<file path="src/rtl/shreg_pkg.sv">
package shreg_pkg;
  typedef enum logic [2:0] {
    OP_HOLD,
    OP_LOAD,
    OP_SHL,
    OP_ROL,
    OP_SHR,
    OP_ROR
  } shreg_op_e;
endpackage

</file>
<file path="src/rtl/shreg_decode.sv">
module shreg_decode
  import shreg_pkg::*;
(
  input  logic      pulse_i,
  input  logic      step_en_i,
  input  logic      dir_right_i,
  input  logic      rotate_i,
  output shreg_op_e op_o
);
  always_comb begin
    if (!pulse_i)        op_o = OP_HOLD;
    else if (!step_en_i) op_o = OP_LOAD;
    else begin
      unique case ({dir_right_i, rotate_i})
        2'b00:   op_o = OP_SHL;
        2'b01:   op_o = OP_ROL;
        2'b10:   op_o = OP_SHR;
        default: op_o = OP_ROR;
      endcase
    end
  end
endmodule

</file>
<file path="src/rtl/shreg_datapath.sv">
module shreg_datapath
  import shreg_pkg::*;
#(
  parameter int WIDTH = 8
) (
  input  shreg_op_e        op_i,
  input  logic [WIDTH-1:0] data_q_i,
  input  logic             carry_q_i,
  input  logic [WIDTH-1:0] load_i,
  input  logic             carry_clr_ni,
  output logic [WIDTH-1:0] data_d_o,
  output logic             carry_d_o
);
  localparam int MSB = WIDTH - 1;

  logic [WIDTH-1:0] left_v, right_v;
  logic             fill_left, fill_right;

  assign fill_left  = (op_i == OP_ROL) ? carry_q_i : 1'b0;
  assign fill_right = (op_i == OP_ROR) ? data_q_i[0] : 1'b0;

  // per-bit neighbour wiring for both directions
  for (genvar i = 0; i < WIDTH; i++) begin : g_bit
    if (i == 0) begin : g_lo
      assign left_v[i] = fill_left;
    end else begin : g_lo_n
      assign left_v[i] = data_q_i[i-1];
    end
    if (i == MSB) begin : g_hi
      assign right_v[i] = fill_right;
    end else begin : g_hi_n
      assign right_v[i] = data_q_i[i+1];
    end
  end

  always_comb begin
    data_d_o  = data_q_i;
    carry_d_o = carry_q_i;
    unique case (op_i)
      OP_LOAD:        data_d_o = load_i;
      OP_SHL, OP_ROL: begin
        data_d_o  = left_v;
        carry_d_o = data_q_i[MSB];
      end
      OP_SHR, OP_ROR: data_d_o = right_v;
      default: ;
    endcase
    if (!carry_clr_ni) carry_d_o = 1'b0;  // clear wins
  end
endmodule

</file>
<file path="src/rtl/shreg_carry_reg.sv">
module shreg_carry_reg
  import shreg_pkg::*;
#(
  parameter int WIDTH = 8
) (
  input  logic             clk_i,
  input  logic             rst_ni,
  input  logic             pulse_i,
  input  logic             step_en_i,
  input  logic             dir_right_i,
  input  logic             rotate_i,
  input  logic             carry_clr_ni,
  input  logic [WIDTH-1:0] load_data_i,
  output logic [WIDTH-1:0] data_o,
  output logic             carry_o
);
  localparam int MSB = WIDTH - 1;

  shreg_op_e        op;
  logic [WIDTH-1:0] data_q, data_d;
  logic             carry_q, carry_d;

  shreg_decode u_decode (
    .pulse_i    (pulse_i),
    .step_en_i  (step_en_i),
    .dir_right_i(dir_right_i),
    .rotate_i   (rotate_i),
    .op_o       (op)
  );

  shreg_datapath #(.WIDTH(WIDTH)) u_dp (
    .op_i        (op),
    .data_q_i    (data_q),
    .carry_q_i   (carry_q),
    .load_i      (load_data_i),
    .carry_clr_ni(carry_clr_ni),
    .data_d_o    (data_d),
    .carry_d_o   (carry_d)
  );

  always_ff @(posedge clk_i or negedge rst_ni) begin
    if (!rst_ni) begin
      data_q  <= '0;
      carry_q <= 1'b0;
    end else begin
      data_q  <= data_d;
      carry_q <= carry_d;
    end
  end

  assign data_o  = data_q;
  assign carry_o = carry_q;

  always_comb begin
    if (!rst_ni) a_r1_reset_zero: assert (data_o == '0 && carry_o == 1'b0);
  end

  a_r2_hold: assert property (@(posedge clk_i) disable iff (!rst_ni)
    !pulse_i |=> data_o == $past(data_o));

  a_r3_load: assert property (@(posedge clk_i) disable iff (!rst_ni)
    (pulse_i && !step_en_i) |=> data_o == $past(load_data_i));

  a_r5_rol: assert property (@(posedge clk_i) disable iff (!rst_ni)
    (pulse_i && step_en_i && !dir_right_i && rotate_i && carry_clr_ni) |=>
      (data_o == {$past(data_o[MSB-1:0]), $past(carry_o)}) && (carry_o == $past(data_o[MSB])));

  a_r6_ror: assert property (@(posedge clk_i) disable iff (!rst_ni)
    (pulse_i && step_en_i && dir_right_i && rotate_i && carry_clr_ni) |=>
      (data_o == {$past(data_o[0]), $past(data_o[MSB:1])}) && $stable(carry_o));

  a_r8_clear_wins: assert property (@(posedge clk_i) disable iff (!rst_ni)
    !carry_clr_ni |=> !carry_o);
endmodule

</file>
<file path="config.mk">
export PLATFORM = sky130hd
export DESIGN_NAME = shreg_carry_reg
export DESIGN_NICKNAME = d
export VERILOG_FILES = /design/src/rtl/shreg_pkg.sv /design/src/rtl/shreg_decode.sv /design/src/rtl/shreg_datapath.sv /design/src/rtl/shreg_carry_reg.sv
export SDC_FILE = /design/constraint.sdc
export NUM_CORES = 1
export LEC_CHECK = 0
export BUFFER_PORTS_ARGS = -buffer_cell sky130_fd_sc_hd__buf_4
export CORE_AREA = 2 2 39 41
export CTS_CLUSTER_DIAMETER = 200
export CTS_CLUSTER_SIZE = 40
export DETAILED_ROUTE_END_ITERATION = 6
export DIE_AREA = 0 0 41 43
export HOLD_SLACK_MARGIN = 0.02
export PLACE_DENSITY = 0.84
export SLEW_MARGIN = 20
export SYNTH_ARGS = -nofsm -noshare
export SYNTH_HDL_FRONTEND = slang
export SYNTH_HIERARCHICAL = 1
export SYNTH_SLANG_ARGS = --single-unit
export TNS_END_PERCENT = 100
</file>
<file path="constraint.sdc">
create_clock -name clk_i -period 1.9 [get_ports clk_i]
set_clock_uncertainty 0.1 [all_clocks]
set_input_delay 0.095 -clock clk_i [delete_from_list [all_inputs] [get_ports clk_i]]
set_output_delay 0.095 -clock clk_i [all_outputs]
set_load 0.05 [all_outputs]
</file>
== After elaboration in Yosys (flattened, before gate mapping) ==
Index checks and enable logic that the tools add are counted.

* Bits in registers: 9
* Word-level logic and storage cells: 22

* Equality and inequality tests: 8
* Multiplexer cells: 8
* Reduce and logical (&&, ||, !) cells: 4

{| class="wikitable"
|+ Operator list
! kind !! count
|-
| $pmux 8 s3 || 1
|-
| $pmux 3 s3 || 1
|-
| $eq 3x2->1 const B || 2
|-
| $eq 3x3->1 const B || 2
|-
| $mux 3 || 2
|-
| $mux 1 || 4
|-
| $reduce_or 2->1 || 2
|-
| $eq 3x1->1 const B || 1
|-
| $reduce_bool 3->1 || 1
|-
| $eq 2x1->1 const B || 1
|-
| $eq 2x2->1 const B || 1
|-
| $logic_not 2->1 || 1
|-
| $ne 2x1->1 const B || 1
|}

== Longest topological paths before layout ==
* Depth in word-level cells: 8
* Gate-level depth with buffers: 8

== Cells and area by module ==
Netlist, hierarchy kept.

{| class="wikitable"
|+ By module, submodules not included
! module !! times used !! cells each !! area each (µm²)
|-
| shreg_datapath || 1 || 47 || 392.9
|-
| shreg_carry_reg || 1 || 9 || 225.2
|-
| shreg_decode || 1 || 5 || 28.8
|}

== Worst setup path before layout ==
Ideal clock, no wire load.

* Path type: input to register
* Start point: input port pulse_i
* End point: register data_q[1], in the netlist data_o[1]
* Library setup time: 0.137 ns
* Data arrival time: 1.305 ns
* Slack: 0.358 ns
* Cell stages on the path: 8
* Path through: nand2_1 > nor2_1 > inv_1 > ha_1 > clkbuf_1 > inv_1 > o21ai_0 > o22ai_2

* Word-level cells in the longest chain between the ends: 4
* Elaborated cells on any way between the ends: 10
* Classes of those cells: eq/ne: 5; mux: 2; reduce/logical: 3

{| class="wikitable"
|+ Ends and longest elaborated chain
! item !! RTL line !! text
|-
| from (decl) || shreg_carry_reg.sv:8 || <nowiki>input logic pulse_i,</nowiki>
|-
| $mux 3 * || shreg_decode.sv:11 || <nowiki>if (!pulse_i) op_o = OP_HOLD;</nowiki>
|-
| via op[1] || shreg_carry_reg.sv:19 || <nowiki>shreg_op_e op;</nowiki>
|-
| $eq 3x3->1 or $eq 3x2->1 (tied branches) || shreg_datapath.sv:39 || <nowiki>unique case (op_i)</nowiki>
|-
| $reduce_or 2->1 || shreg_datapath.sv:39 ||
|-
| $pmux 8 s3 * || shreg_datapath.sv:39 ||
|-
| via data_d[1] || shreg_carry_reg.sv:20 || <nowiki>logic [WIDTH-1:0] data_q, data_d;</nowiki>
|-
| to (signal assigned) || shreg_carry_reg.sv:46 || <nowiki>data_q <= data_d;</nowiki>
|-
| to (decl) || shreg_carry_reg.sv:20 ||
|}

Mark *: on every way through the listed nets, which the timed path passes. The rest lies on a longest branch.
A chain may end at the register's enable or synchronous reset.

== Worst setup path in the final report ==
* Start point: input port step_en_i
* End point: register data_q[4], in the netlist data_o[4]

* Word-level cells in the longest chain between the ends: 5
* Elaborated cells on any way between the ends: 11
* Classes of those cells: eq/ne: 5; mux: 3; reduce/logical: 3

{| class="wikitable"
|+ Ends and longest elaborated chain
! item !! RTL line !! text
|-
| from (decl) || shreg_carry_reg.sv:9 || <nowiki>input logic step_en_i,</nowiki>
|-
| $mux 3 * || shreg_decode.sv:12 || <nowiki>else if (!step_en_i) op_o = OP_LOAD;</nowiki>
|-
| $mux 3 * || shreg_decode.sv:11 ||
|-
| via op[1] || shreg_carry_reg.sv:19 ||
|-
| $eq 3x3->1 or $eq 3x2->1 (tied branches) || shreg_datapath.sv:39 ||
|-
| $reduce_or 2->1 || shreg_datapath.sv:39 ||
|-
| $pmux 8 s3 * || shreg_datapath.sv:39 ||
|-
| via data_d[4] || shreg_carry_reg.sv:20 ||
|}

Marks and branches as above.

==> summary.txt <==
Run
  – Count of max-cap constraint violations: 0

Final layout
  – Area growth from synthesis to final layout: 37.9%
  – Number of filler instances in the final layout: around 120
  – Final core utilization: 64.5%
  – Most common cell after layout, fill and taps aside: buf_4
  – Antenna diodes: 0
  – Net total in the final layout: approximately 110
  – Most frequent cells in the layout: 23 x buf_4, 10 x a221oi_1, 9 x dfrtp_1, 7 x dlygate4sd3_1, 7 x o22ai_2
  – Multi-input logic area: approximately 360 um2
  – Fraction of layout instances using a drive strength above 1: about 40%
  – Sequential cell area: between 200 and 250 um2

Floorplan
  – CORE AREA: between 0.001 and 0.0015 mm2
  – Top-level I/O count: 24
  – Number of placement rows: 14
  – Initial standard-cell utilization of the core: a little under half
  – Die extent in x: ~41 um
  – Die area: about 0.0018 mm2
  – Height of the die: between 40 and 50 um

Clock tree
  – Insertion delay of the later-clocked pin in the worst-skew pair: approximately 0.26 ns
  – Clock transition at the registers of the reported paths: around 0.060 ns
  – H-tree Lvls: 1
  – Max clock buf depth: 2
  – TritonCTS clock tree: done
  – Post_cts resized: 0
  – Number of setup buffers added after CTS: 0
  – Clock sink total: 9
  – Cell at the root of the clock tree: clkbuf_4
  – Number of buffers added by the clock tree synthesis step: 3
  – CTS Hold Buffers Added: 7

Setup path
  – Launching element type of the critical path: primary input
  – Beginning of the critical path: step_en_i
  – Endpoint required time on the critical path: around 1.9 ns
  – Master of the slowest instance on the critical path: ha_1
  – CP dominant cell by count: inv_1
  – CP endpoint kind: flip-flop
  – Worst path max stage delay: ~0.4 ns
  – Origin of the critical flop-to-flop path: data_o[4]$_DFF_PN0_
  – Crit path buf inv count: 3
  – Critical path, cell by cell: buf_4 > nand2_1 > nor2_1 > inv_1 > ha_1 > inv_1 > mux2i_1 > a21oi_2
  – Arrival time at the worst endpoint: roughly 1.5 ns
  – Top Family by Delay on Critical Path: buffers and inverters
  – Largest fanout of any net on the critical path: 8
  – Worst setup path class: in -> reg

Logic synthesis
  – Synthesized instance count: between 60 and 70
  – Share of synthesized area occupied by flip-flops and latches: around a third
  – Synthesized area per cell: approximately 11 um2
  – Number of enable flip-flop cells after synthesis: 0
  – Post-Synthesis Net Count: 78
  – Number of flip-flops and latches in the synthesized netlist: 9
  – Number of library cell types mapped by synthesis: 25
  – Synth async-reset ratio: 100%
  – Syn Std Cell Area: about 650 um2
  – Number of warning messages in the yosys log: 6
  – Dominant register cell in the synthesized netlist: dfrtp_1

Route
  – DRT iter0 DRCs: 24
  – Final routed wirelength across all metal layers: 1.55 mm
  – Vias after detailed routing: about 640
  – Drt via density: 6.08
  – First-pass iteration count of the detailed router: 4
  – Avg WL per Cell: 14.6 um
  – ANT nets after route: 0
  – Drt drc: 0

Placement
  – Global placement routability congestion: ~0.78
  – Port Buffers: 23
  – Half-perimeter wire length after detailed placement: around 1.1 mm

GRT
  – GRT Overall Usage: approximately a fifth
  – Maximum number of pins on one net before global-route repair: 17
  – Global-route congestion overflow total: 0
  – Number of antenna violations at the first check in global routing: 0
  – Vias in the first global route: about 570
  – Global-route wire length before repair: about 2.4 mm

Timing
  – Relative max-transition margin: a little under three fifths
  – Unrepaired setup endpoints after global routing: no
  – Maximum clock frequency: just under 700 MHz
  – Number of failing hold endpoints at the final stage: 0
  – Worst Hold Margin: 0.0190 ns
  – Number of max-slew violations in the final report: 0
  – Portion of the clock cycle consumed by the worst path in the final layout: around four fifths
  – Final TNS setup: 0 ns
  – Setup Viol. Count Final: 0
  – Final Critical Period: 1.48 ns
  – Slew at the pin closest to its max-slew limit: roughly 0.64 ns

Pwr
  – Total power per unit cell area: about 850 mW/mm2
  – Reported leakage power: around 0.40 nW
  – Maximum ir drop on the vdd rail: between 0.3 and 0.4 mV

Min path
  – Hold wc startpoint: load_data_i[7]
  – Hold/Removal Path Class: in -> reg

Outcome
  – Status: finished, final reports clean
## per-stage QoR
stage	std cells	cell area [um2]	worst slack [ns]	total power, W
after floorplan	61	647	0.358	0.000501
after global placement	95	796	0.247	0.000595
after detailed placement	95	796	0.165	0.000602
after CTS	106	892	0.432	0.000761
after global routing	106	892	0.207	0.000798
final	106	892	0.416	0.000757
## layer usage
layer	vias up	wire, um	GRT usage [%]
met5	-	0	0
met4	0	23	8.00
met3	4	80	3.14
met2	25	775	30.9
met1	309	666	25.8
li1	306	-	-
## tightest hold or removal path: stages
cell and delay [ns]:
buf_4 0.07, a21oi_1 0.03, o22ai_2 0.12
## final cells by class
type	count	share of cell area, %
multi-input cells	43	40.7
repair buffers	30	27.2
flip-flops and latches	9	25.2
clock buffers	4	2.95
well taps	16	2.24
inverters	4	1.68
## power breakdown
part / internal (W) / switching (W) / leakage (nW)
registers: 0.000225 / 0.0000522 / 0.110
clock network: 0.0000809 / 0.0000658 / 0.0150
logic: 0.000127 / 0.000206 / 0.277
total: 0.000433 / 0.000324 / 0.402
## state kept, by name, summed over array words and instances (netlist names)
signal and cells:
data_o 8, carry_o 1
## kinds of logic (layout without fill, tap and decap cells)
group | Yosys count | in the layout | synth area share [%]
AO/OA/AOI/OAI | 33 | 33 | 43.1
adder cells (fa/ha/maj) | 2 | 2 | 3.87
buffers and inverters | 9 | 38 | 9.09
flip-flops | 9 | 9 | 34.8
multiplexers | 2 | 2 | 3.09
AND/OR/NAND/NOR | 6 | 6 | 6.00
## cell usage after synthesis, types with 2 or more instances
cell type,count,share of area (%)
a221oi_1,10,14
dfrtp_1,9,35
o22ai_2,7,14
inv_1,4,2.3
o21ai_1,4,3.1
o21ai_0,3,2.3
a21o_1,2,2.3
a21oi_1,2,1.5
clkbuf_1,2,1.2
ha_1,2,3.9
mux2i_1,2,3.1
## worst paths after layout
kind | end | slack, ns | depth (start not counted)
max in group asynchronous | data_o[0]$_DFF_PN0_ | 1.47 | 2
min | data_o[7]$_DFF_PN0_ | 0.02 | 3
max reg2reg | data_o[3]$_DFF_PN0_ | 0.63 | 2
max | data_o[4]$_DFF_PN0_ | 0.42 | 8
min reg2reg | carry_o$_DFF_PN0_ | 0.49 | 2
min in group asynchronous | data_o[5]$_DFF_PN0_ | 0.09 | 2
Note: power is estimated with default switching activity, not from simulation.
